**src/rtl/mux_bus_pkg.sv**
```systemverilog
package mux_bus_pkg;
  localparam int unsigned ADDR_W = 20;
  localparam int unsigned DATA_W = 16;
  localparam int unsigned HI_W   = ADDR_W - DATA_W;
  localparam int unsigned SEG_W  = 2;
  localparam int unsigned BE_W   = DATA_W / 8;

  typedef enum logic [2:0] {
    TS_IDLE, TS_T1, TS_T2, TS_T3, TS_TW, TS_T4, TS_HOLD
  } tstate_e;

  typedef struct packed {
    logic [ADDR_W-1:1] addr;
    logic [BE_W-1:0]   be;
    logic              wr;
    logic              mem;
    logic [SEG_W-1:0]  seg;
    logic              ie;
    logic [DATA_W-1:0] wdata;
  } breq_t;
endpackage

```
**src/rtl/mux_bus_fsm.sv**
```systemverilog
module mux_bus_fsm
  import mux_bus_pkg::*;
(
  input  logic    clk_i,
  input  logic    rst_ni,
  input  logic    req_i,
  input  logic    ready_i,
  input  logic    hold_i,
  output tstate_e state_o,
  output logic    accept_o,
  output logic    own_o,
  output logic    latch_rd_o
);
  tstate_e state_q, state_d;
  logic    own_q;
  logic    slot;

  assign slot       = (state_q == TS_IDLE) || (state_q == TS_T4);
  assign accept_o   = slot && req_i && !hold_i;
  assign latch_rd_o = ((state_q == TS_T3) || (state_q == TS_TW)) && ready_i;

  always_comb begin
    state_d = state_q;
    unique case (state_q)
      TS_IDLE, TS_T4: begin
        if (hold_i)       state_d = TS_HOLD;
        else if (req_i)   state_d = TS_T1;
        else              state_d = TS_IDLE;
      end
      TS_T1:            state_d = TS_T2;
      TS_T2:            state_d = TS_T3;
      TS_T3, TS_TW:     state_d = ready_i ? TS_T4 : TS_TW;
      TS_HOLD:          state_d = hold_i ? TS_HOLD : TS_IDLE;
      default:          state_d = TS_IDLE;
    endcase
  end

  always_ff @(posedge clk_i or negedge rst_ni) begin
    if (!rst_ni) begin
      state_q <= TS_IDLE;
      own_q   <= 1'b1;
    end else begin
      state_q <= state_d;
      if (state_d == TS_HOLD) own_q <= 1'b0;
      else if (accept_o)      own_q <= 1'b1;
    end
  end

  assign state_o = state_q;
  assign own_o   = own_q;
endmodule

```
**src/rtl/mux_bus_drive.sv**
```systemverilog
module mux_bus_drive
  import mux_bus_pkg::*;
(
  input  logic              clk_i,
  input  logic              rst_ni,
  input  tstate_e           state_i,
  input  breq_t             rq_i,
  input  logic              accept_i,
  input  logic              mem_in_i,
  input  logic              own_i,
  output logic [DATA_W-1:0] ad_o,
  output logic              ad_oe_o,
  output logic [HI_W-1:0]   as_o,
  output logic              bus_oe_o,
  output logic              ale_o,
  output logic              bhe_n_o,
  output logic              rd_n_o,
  output logic              wr_n_o,
  output logic              den_n_o,
  output logic              dtr_o,
  output logic              mio_o
);
  logic mid, dat, t1, den_late_q;

  assign t1  = (state_i == TS_T1);
  assign mid = (state_i == TS_T2) || (state_i == TS_T3) || (state_i == TS_TW);
  assign dat = mid || (state_i == TS_T4);

  // data enable stays on until the falling edge inside T4
  always_ff @(negedge clk_i or negedge rst_ni) begin
    if (!rst_ni) den_late_q <= 1'b0;
    else         den_late_q <= mid;
  end

  assign ale_o    = t1;
  assign rd_n_o   = !(mid && !rq_i.wr);
  assign wr_n_o   = !(mid && rq_i.wr);
  assign den_n_o  = !(mid || ((state_i == TS_T4) && den_late_q));
  assign ad_oe_o  = t1 || (dat && rq_i.wr);
  assign bhe_n_o  = !(t1 && rq_i.be[BE_W-1]);
  assign bus_oe_o = own_i;
  assign dtr_o    = rq_i.wr;
  assign mio_o    = accept_i ? mem_in_i : rq_i.mem;

  always_comb begin
    ad_o = '0;
    if (t1)                ad_o = {rq_i.addr[DATA_W-1:1], ~rq_i.be[0]};
    else if (dat && rq_i.wr) ad_o = rq_i.wdata;
  end

  always_comb begin
    as_o = '0;
    if (t1)       as_o = rq_i.mem ? rq_i.addr[ADDR_W-1:DATA_W] : '0;
    else if (dat) as_o = {{(HI_W-SEG_W-1){1'b0}}, rq_i.ie, rq_i.seg};
  end
endmodule

```
**src/rtl/mux_bus_seq.sv**
```systemverilog
module mux_bus_seq
  import mux_bus_pkg::*;
(
  input  logic              clk_i,
  input  logic              rst_ni,
  input  logic              req_i,
  input  logic [ADDR_W-1:1] addr_i,
  input  logic [BE_W-1:0]   be_i,
  input  logic              wr_i,
  input  logic              mem_i,
  input  logic [SEG_W-1:0]  seg_i,
  input  logic              ie_i,
  input  logic [DATA_W-1:0] wdata_i,
  output logic              ack_o,
  output logic              done_o,
  output logic [DATA_W-1:0] rdata_o,
  input  logic              ready_i,
  input  logic              hold_i,
  output logic              hlda_o,
  input  logic [DATA_W-1:0] ad_i,
  output logic [DATA_W-1:0] ad_o,
  output logic              ad_oe_o,
  output logic [HI_W-1:0]   as_o,
  output logic              bus_oe_o,
  output logic              ale_o,
  output logic              bhe_n_o,
  output logic              rd_n_o,
  output logic              wr_n_o,
  output logic              den_n_o,
  output logic              dtr_o,
  output logic              mio_o
);
  tstate_e           state;
  logic              accept, own, latch_rd;
  breq_t             rq_q;
  logic [DATA_W-1:0] rdata_q;

  mux_bus_fsm u_fsm (
    .clk_i      (clk_i),
    .rst_ni     (rst_ni),
    .req_i      (req_i),
    .ready_i    (ready_i),
    .hold_i     (hold_i),
    .state_o    (state),
    .accept_o   (accept),
    .own_o      (own),
    .latch_rd_o (latch_rd)
  );

  always_ff @(posedge clk_i or negedge rst_ni) begin
    if (!rst_ni) begin
      rq_q    <= '0;
      rdata_q <= '0;
    end else begin
      if (accept)   rq_q <= '{addr: addr_i, be: be_i, wr: wr_i, mem: mem_i,
                              seg: seg_i, ie: ie_i, wdata: wdata_i};
      if (latch_rd) rdata_q <= ad_i;
    end
  end

  mux_bus_drive u_drive (
    .clk_i    (clk_i),
    .rst_ni   (rst_ni),
    .state_i  (state),
    .rq_i     (rq_q),
    .accept_i (accept),
    .mem_in_i (mem_i),
    .own_i    (own),
    .ad_o     (ad_o),
    .ad_oe_o  (ad_oe_o),
    .as_o     (as_o),
    .bus_oe_o (bus_oe_o),
    .ale_o    (ale_o),
    .bhe_n_o  (bhe_n_o),
    .rd_n_o   (rd_n_o),
    .wr_n_o   (wr_n_o),
    .den_n_o  (den_n_o),
    .dtr_o    (dtr_o),
    .mio_o    (mio_o)
  );

  assign ack_o   = accept;
  assign done_o  = (state == TS_T4);
  assign hlda_o  = (state == TS_HOLD);
  assign rdata_o = rdata_q;
endmodule

```
**config.mk**
```make
export PLATFORM = sky130hd
export DESIGN_NAME = mux_bus_seq
export DESIGN_NICKNAME = d
export VERILOG_FILES = /design/src/rtl/mux_bus_pkg.sv /design/src/rtl/mux_bus_fsm.sv /design/src/rtl/mux_bus_drive.sv /design/src/rtl/mux_bus_seq.sv
export SDC_FILE = /design/constraint.sdc
export NUM_CORES = 1
export LEC_CHECK = 0
export CORE_MARGIN = 5
export CORE_UTILIZATION = 45
export CTS_CLUSTER_DIAMETER = 60
export DETAILED_ROUTE_END_ITERATION = 10
export GPL_TIMING_DRIVEN = 1
export PLACE_DENSITY = 0.8
export SYNTH_ARGS = -nofsm -noshare
export SYNTH_HDL_FRONTEND = slang
export SYNTH_SLANG_ARGS = --single-unit
```
**constraint.sdc**
```tcl
create_clock -name clk_i -period 1.9 [get_ports clk_i]
set_input_delay 0.285 -clock clk_i [delete_from_list [all_inputs] [get_ports clk_i]]
set_output_delay 0.285 -clock clk_i [all_outputs]
set_load 0.01 [all_outputs]
```
==> metrics <==
outcome finished, violations left; failing checks negative setup slack; critical path's slowest cell or3b_4; first-pass GRT wire length 13,000 µm; initial antenna violation count 0; Clock Latency Late Sink around 0.33 ns; min cycle time layout 2.16 ns; Root Driver clkbuf_8; Max Clk Rate 464 MHz; die area 0.00872 mm²; CP arrival 1.87 ns; worst IR drop on VDD 0.831 mV; Final Util between 70% and 80%; drt wl/cell 18.4 µm; clock buffer depth 2; area delta synth->final 64.6%; Die W 93.4 µm; CTS clk-pin slew, worst paths 0.08 ns; Synth Warn # 0; clock skew 0.00630 ns; Placer Congestion 0.782; Antenna Cells 0; 1st-iter DRT viols 55; average cell area after synthesis 13.3 µm²; Post-synth EDFFs 0; Yosys top cell area share 48.8%; hold bufs inserted after CTS 0; Pwr Total between 8 and 9 mW; Worst Max-Slew Pin Slew 0.786 ns; top post-synthesis cells by area dfrtp_1, mux2_4, nand2_1; Placement Setup Slack -0.308 ns; Internal Power approximately 5.8 mW; sequential-to-total area share from yosys stat 50.4%; final WL 9130 µm; Net Switching around 3.1 mW; mapped cell area 0.00313 mm²; Port Buffers 110; critical path fanouts, max 8; grt total ovfl 0; # Max-Cap Violations 0; Hold Fails Final Rpt 0; vias 2,465; Nets roughly 460; post-synthesis register bit count 63; via density per instance 4.96; row count 30; HP Class primary input to async pin; final worst slack -0.257 ns; leakage power ~2.4 nW; Initial Util a little under half; FFs w/ async S/R, synth 100%; busiest grt layer met2; Synth Net Count 298; largest net degree at the start of global routing 63; top_reg_cell synth dfrtp_1; fraction of layout cells with a size suffix above 1 51.6%; post-placement cell count 445; Synth Instances around 240; met2 Use GR 34.3%; unrepaired setup endpoints after global routing yes; Finished Layout Cells a little under 500; CTS tree yes; vias in the first global route around 2,700; core footprint 0.00679 mm²; Num CTS Buffers 9; Sw Share between 30% and 40%; M3 GR Usage 3.70%; crit-path most repeated cell buf_6; Final Setup Violations 22; die height just over 90 µm; Top Family by Delay on Critical Path simple AND/OR/NAND/NOR gates; WS Path Type flip-flop to output pin; DRC 0; TritonRoute pass-1 iters 4; Distinct cells, synth 43; fillers 443; Logic pwr share 59.0%; WP buf/inv 4; clock power share 12.5%; CP Launch Type flip-flop; critical-path cell list or3b_4, inv_8, buf_6, buf_6, nand2_4, a21oi_2, buf_2; IO Pins 111; Relative slew margins 47.6%; fin crit share 114%; Slew Viols, Final 0; register share of total power between 20% and 30%; GRT Total Usage 19.1%; DP HPWL 5330 µm; critical path's largest stage delay 0.44 ns; type of element capturing the critical path output pin; Worst Path Required about 1.6 ns; antenna-violating nets left 0; met1 Usage GRT 21.9%; CTS Sinks 63; top post-synthesis cells by count dfrtp_1, nand2_1, mux2_4; post-synth top area cell dfrtp_1; htree depth 3; pwr dens 1720 mW/mm²; count leader, synth dfrtp_1
## kinds of logic (layout without fill, tap and decap cells)
| kind of cell | Yosys count | after routing | synth area share (%) |
|---|---|---|---|
| XOR/XNOR | 1 | 1 | 0.520 |
| AND/OR/NAND/NOR | 59 | 59 | 9.56 |
| buffers and inverters | 19 | 185 | 5.40 |
| flip-flops | 63 | 63 | 50.4 |
| multiplexers | 59 | 59 | 25.5 |
| AO/OA/AOI/OAI | 34 | 34 | 8.60 |
## flip-flops by register name (all words and copies together) (netlist names)
name,cells
rq_q,42
rdata_o,16
u_fsm.state_o,3
u_drive.den_late_q,1
u_fsm.own_o,1
## layout make-up
class | instances | area, µm² | area share (%)
sequential | 63 | 1580 | 30.6
timing repair buffer | 165 | 1650 | 32.0
multi-input combinational | 153 | 1590 | 30.8
clock buffer | 12 | 165 | 3.21
inverter | 4 | 25.0 | 0.486
clock inverter | 4 | 28.8 | 0.559
tap | 96 | 120 | 2.33
## per-stage QoR
step	cell area (µm²)	TNS (ns)	hold WS [ns]
2_1_floorplan	3130	-0.0474	-0.0106
3_3_place_gp	4380	-3.04	0.467
3_5_place_dp	4380	-3.35	0.479
4_1_cts	4850	-2.73	0.222
5_1_grt	5150	-4.43	0.245
6_report	5150	-3.25	0.182
## worst paths after layout
kind                       slack, ns  depth (start not counted)                       start                            to
max                            -0.26                          7  u_fsm.state_o[2]$_DFF_PN0_                       ad_o[2]
min                             0.18                          2                      rst_ni           rq_q[7]$_DFFE_PN0P_
max reg2reg                    -0.08                          4  u_fsm.state_o[1]$_DFF_PN0_  u_drive.den_late_q$_DFF_NN0_
min reg2reg                     0.49                          1        rq_q[38]$_DFFE_PN0P_          rq_q[38]$_DFFE_PN0P_
max in group asynchronous       1.16                          1                      rst_ni  u_drive.den_late_q$_DFF_NN0_
min in group clk_i              0.49                          1        rq_q[38]$_DFFE_PN0P_          rq_q[38]$_DFFE_PN0P_
## power by group through the flow
stage / Clock [mW] / Sequential (mW) / Combinational [mW]
final: 1.11 / 2.53 / 5.24
after global routing: 1.19 / 2.61 / 5.55
after CTS: 1.13 / 2.45 / 4.61
after detailed placement: 0 / 2.42 / 4.04
after global placement: 0 / 2.39 / 3.96
after floorplan: 0 / 2.44 / 2.33
## worst reg2reg max path, cell delays in order, from the launching register on
cell	delay (ns)
dfrtp_1	0.38
buf_6	0.16
buf_6	0.11
nor2_4	0.03
a21o_1	0.19
## timing repair
item                                    4_1_cts  5_1_grt
resized for setup                           160       54
pin swaps                                     9       24
endpoints found under the setup margin       31       30
cloned                                        1        1
setup buffers                                22       16
## layout by cell type (no fill, tap or decap), drive strengths merged, types with 2 or more instances in the layout
master	instances
buf	80
o21ai	5
mux2	58
clkbuf	14
clkinv	2
nand2b	3
inv	4
and4b	3
nor2	5
a21oi	20
nor2b	3
clkinvlp	2
nand2	37
and2	2
dfrtp	61
clkdlybuf4s50	79
## metal layers
| metal | share of wire (%) | wire length, µm | vias to the layer above |
|---|---|---|---|
| li1 | - | - | 1140 |
| met1 | 40 | 3610 | 1230 |
| met2 | 54 | 4890 | 76 |
| met3 | 4.4 | 405 | 19 |
| met4 | 2.5 | 227 | 0 |
| met5 | 0 | 0 | - |
Note: power is estimated with default switching activity, not from simulation.
